`config.mk`:
```
export PLATFORM = sky130hd
export DESIGN_NAME = wdt_nmi
export DESIGN_NICKNAME = d
export VERILOG_FILES = /design/src/rtl/wdt_nmi.sv
export SDC_FILE = /design/constraint.sdc
export NUM_CORES = 1
export LEC_CHECK = 0
export BUFFER_PORTS_ARGS = -buffer_cell sky130_fd_sc_hd__buf_2
export CAP_MARGIN = 30
export CELL_PAD_IN_SITES_DETAIL_PLACEMENT = 1
export CELL_PAD_IN_SITES_GLOBAL_PLACEMENT = 1
export CORE_ASPECT_RATIO = 0.6
export CORE_MARGIN = 5
export CORE_UTILIZATION = 29
export CTS_CLUSTER_DIAMETER = 60
export DETAILED_ROUTE_END_ITERATION = 8
export PLACE_DENSITY = 0.8
export SLEW_MARGIN = 20
export SYNTH_ARGS = -nofsm -noshare
export SYNTH_HDL_FRONTEND = slang
export SYNTH_SLANG_ARGS = --single-unit
```
`constraint.sdc`:
```
create_clock -name clk -period 1.7 [get_ports clk]
set_input_delay 0.17 -clock clk [delete_from_list [all_inputs] [get_ports clk]]
set_output_delay 0.17 -clock clk [all_outputs]
set_load 0.005 [all_outputs]
```
`src/rtl/wdt_nmi.sv`:
```
module wdt_nmi #(
  parameter logic [8:0] RELOAD_VAL = 9'h0FF,
  parameter logic [8:0] LAST_VAL   = 9'h1F0
) (
  input  logic        clk,
  input  logic        rst_n,
  input  logic        tick,
  input  logic [1:0]  addr,
  input  logic        we,
  input  logic [15:0] wdata,
  output logic [15:0] rdata,
  input  logic        freeze_set,
  input  logic        freeze_clr,
  input  logic        dbg_halt,
  output logic        nmi,
  output logic        wd_rst
);
  logic [8:0] cnt;
  logic       lock, frz;

  wire cnt_wr  = we && addr == 2'd0 && wdata[15:9] == 7'd0;
  wire lock_wr = we && addr == 2'd2 && wdata[0];
  wire run     = tick && !dbg_halt && !(frz && !lock);

  assign wd_rst = lock ? (cnt == 9'd0 || cnt[8]) : (cnt == LAST_VAL);

  always_comb begin
    case (addr)
      2'd0:    rdata = {7'd0, cnt};
      2'd2:    rdata = {15'd0, lock};
      default: rdata = 16'd0;
    endcase
  end

  always_ff @(posedge clk or negedge rst_n) begin
    if (!rst_n) begin
      cnt  <= RELOAD_VAL;
      lock <= 1'b0;
      frz  <= 1'b0;
      nmi  <= 1'b0;
    end else begin
      nmi <= 1'b0;
      if (wd_rst) begin
        cnt  <= RELOAD_VAL;
        lock <= 1'b0;
        frz  <= 1'b0;
      end else begin
        if (lock_wr) lock <= 1'b1;
        if (freeze_clr)                frz <= 1'b0;
        else if (freeze_set && !lock)  frz <= 1'b1;
        if (cnt_wr) cnt <= wdata[8:0];
        else if (run) begin
          cnt <= cnt - 9'd1;
          nmi <= !lock && cnt == 9'd1;
        end
      end
    end
  end
endmodule


```
==> flow_summary.yaml <==
status:
  outcome: "complete, but fails checks"
  violations: "negative setup slack"
layout:
  layout_net_count: 197
  layout_common_cells: "sky130_fd_sc_hd__buf_2 (34), sky130_fd_sc_hd__buf_4 (22), sky130_fd_sc_hd__nor2_1 (13)"
  sequential_cell_area_um2: 310
  most_common_cell_after_layout_fill_and_taps_aside: "sky130_fd_sc_hd__buf_2"
  layout.filler_cells: 405
  drive_gt1_share_pct: 52.1
  area_delta_synth_final_pct: 51.7
  finalCoreUtilization_pct: 44.8
  multiInputGateArea_um2: 633
  diodes: 0
grt:
  global_route.usage.total_pct: 15.8
  grt.met2_usage_pct: 25.5
  groute.layer.met1.usage_pct: 22.2
  grt_first_pass_wirelength_um: 5500
  antenna_found_initial: 0
  grt_remaining_overflow: 0
  grt_max_degree: 13
  grt_most_used_layer: "met2"
  grt_util_met3_pct: 4.81
  first_global_vias: 1107
yosys:
  yosys.area.top_type_share_pct: 22.2
  synth-seq-cells: 12
  postSynth.asyncResetShare_pct: 100
  synthesis.area_per_instance_um2: 8.60
  yosys.area.top_type: "sky130_fd_sc_hd__dfstp_2"
  postSynth.topFlopCell: "sky130_fd_sc_hd__dfstp_2"
  post_synth_main_area_contributors: "sky130_fd_sc_hd__dfstp_2 (22%), sky130_fd_sc_hd__dfrtp_1 (11%), sky130_fd_sc_hd__nor3_1 (5.8%)"
  post_synth_inst_count: 110
  share_of_the_yosys_chip_area_belonging_to_registers_pct: 32.8
  synth.cell_area_um2: 946
  ys_types: 41
  synth_edf_count: 0
  yosysWarningCount: 0
critical_path:
  crit_path_start_kind: "flop"
  crit_path_cell_trace: "or3_4 -> or3_4 -> a2bb2oi_4 -> inv_2 -> buf_6"
  cp_data_required_time_ns: 1.53
  r2r.worst_path.cells: 6
  critical_path.endpoint_type: "output pin"
  critPathMaxStageDelay_ns: 0.38
  criticalPathCategory: "flop to output pin"
  worstPathArrival_ns: 1.69
  path_max_fanout: 2
  worst_path_most_repeated_cell: "sky130_fd_sc_hd__or3_4"
  cp_slowest_cell: "sky130_fd_sc_hd__or3_4"
clocking:
  cts.root.buffer_cell: "sky130_fd_sc_hd__clkbuf_8"
  worst_setup_hold_path_clk_slew_ns: 0.06
  cts.sink_count: 12
  clkLatencyLatePin_ns: 0.24
  tritoncts.num_buffers: 3
  tritoncts: "built"
  cts-htree-levels: 1
  cts_buffer_depth: 2
floorplanning:
  die_area_um2: 4540
  fp-row-count: 16
  die_width_um: 83.7
  chipHeight_um: 54.2
  placeableCoreArea_um2: 3200
  initial_utilization_pct: 29.5
  boundaryPins: 43
route:
  postRouteAntennaNets: 0
  post-route-drc-count: 0
  initialDrtViolationCount: 35
  vias_per_cell: 4.93
  drt-wirelength-per-cell_um: 16.4
  drt-pass1-iter-count: 4
  routed_wirelength_um: 3510
  routed-via-count: 1054
placed_design:
  place_congestion: 0.907
  hpwl_um: 2750
  place_ws_ns: -0.0813
  port_buffers: 35
sta:
  report.final.setup_viol: 4
  setup_tns_ns: -0.340
  slew_violations: 0
  final.setup.worst_slack_ns: -0.163
  rsz_0062_raised_after_global_routing: "yes"
  period_share_pct: 110
  post-route-min-period_ns: 1.86
  report.final.hold_viol_count: 0
  achievable-frequency_ghz: 0.537
  final.setup_skew_ns: 0.00432
power_and_ir_drop:
  static_leakage_nw: 0.652
  cellPowerDensity_nw_per_um2: 1140
  vdd.ir_drop.worst_mv: 0.523
  power.total_mw: 1.63
flow_run:
  max_cap_viol_count: 0
worst_hold_path:
  min_delay_path_depth: 2
  hold_path_class: "input port to flop"
-- state kept, by name, summed over array words and instances, names as in the netlist --
name and count:
cnt 9, lock 1, nmi 1, frz 1
-- layout make-up --
cell class                      count  area share, %
Sequential cell                    12           21.6
Tap cell                           45           3.92
Timing Repair Buffer               59           25.6
Inverter                            6           1.57
Multi-Input combinational cell     88           44.1
Clock buffer                        4           3.14
-- cell usage after synthesis (3+ instances only) --
cell	count
sky130_fd_sc_hd__nor4_1	3
sky130_fd_sc_hd__nor3_1	11
sky130_fd_sc_hd__o21ai_0	7
sky130_fd_sc_hd__inv_1	5
sky130_fd_sc_hd__nor2b_1	3
sky130_fd_sc_hd__and4_1	3
sky130_fd_sc_hd__a21oi_1	3
sky130_fd_sc_hd__dfstp_2	8
sky130_fd_sc_hd__and2_1	4
sky130_fd_sc_hd__nand4_1	4
sky130_fd_sc_hd__dfrtp_1	4
sky130_fd_sc_hd__nor2_1	13
sky130_fd_sc_hd__buf_4	7
-- per-stage QoR --
step / std cells / hold slack [ns] / area [um2]
floorplan: 116 / -0.126 / 981
global placement: 200 / 0.0751 / 1240
detailed placement: 200 / 0.0796 / 1240
CTS: 210 / 0.0819 / 1380
global route: 214 / 0.0765 / 1440
finish: 214 / 0.0828 / 1440
-- power by group --
part	switching, mW	internal [mW]	total (mW)
Sequential	0.0965	0.420	0.517
Clock	0.110	0.165	0.276
Combinational	0.402	0.436	0.838
Total	0.609	1.02	1.63
-- cells by family after synthesis --
group / share of synthesized area [%]
AO/OA/AOI/OAI: 17.5
XOR/XNOR: 2.78
adder cells (fa/ha/maj): 2.65
buffers and inverters: 10.1
flip-flops: 32.8
multiplexers: 1.06
other: 0.396
AND/OR/NAND/NOR: 32.8
-- layer usage --
layer  vias to the layer above  part of all wire (%)
met4                         0                     0
met5                         -                     0
met1                       507                    47
met3                         0                   8.6
li1                        508                     -
met2                        39                    44
-- what timing repair did --
action,4_1_cts,5_1_grt
resized for setup,10,4
hold buffers,1,0
pin swaps,4,6
cloned,0,0
setup endpoints to repair,10,11
endpoints found under the hold margin,4,0
setup buffers,5,5
-- critical path: cells and delay by family, from the launching register on --
kind | cells | cell delay (ns)
DFF | 1 | 0.37
buffers and inverters | 2 | 0.17
AOI/OAI and AO/OA | 1 | 0.18
and+or+nand+nor | 2 | 0.73
-- worst paths after layout --
| check | startpoint | to | slack, ns |
|---|---|---|---|
| max | cnt[6] | wd_rst | -0.16 |
| min | freeze_clr | frz | 0.08 |
| max reg2reg | cnt[1] | cnt[8] | -0.09 |
| min reg2reg | frz | frz | 0.58 |
| max in group asynchronous | rst_n | cnt[2] | 1.06 |
| min in group asynchronous | rst_n | frz | 0.35 |
Power figures use the tool's default switching activity.
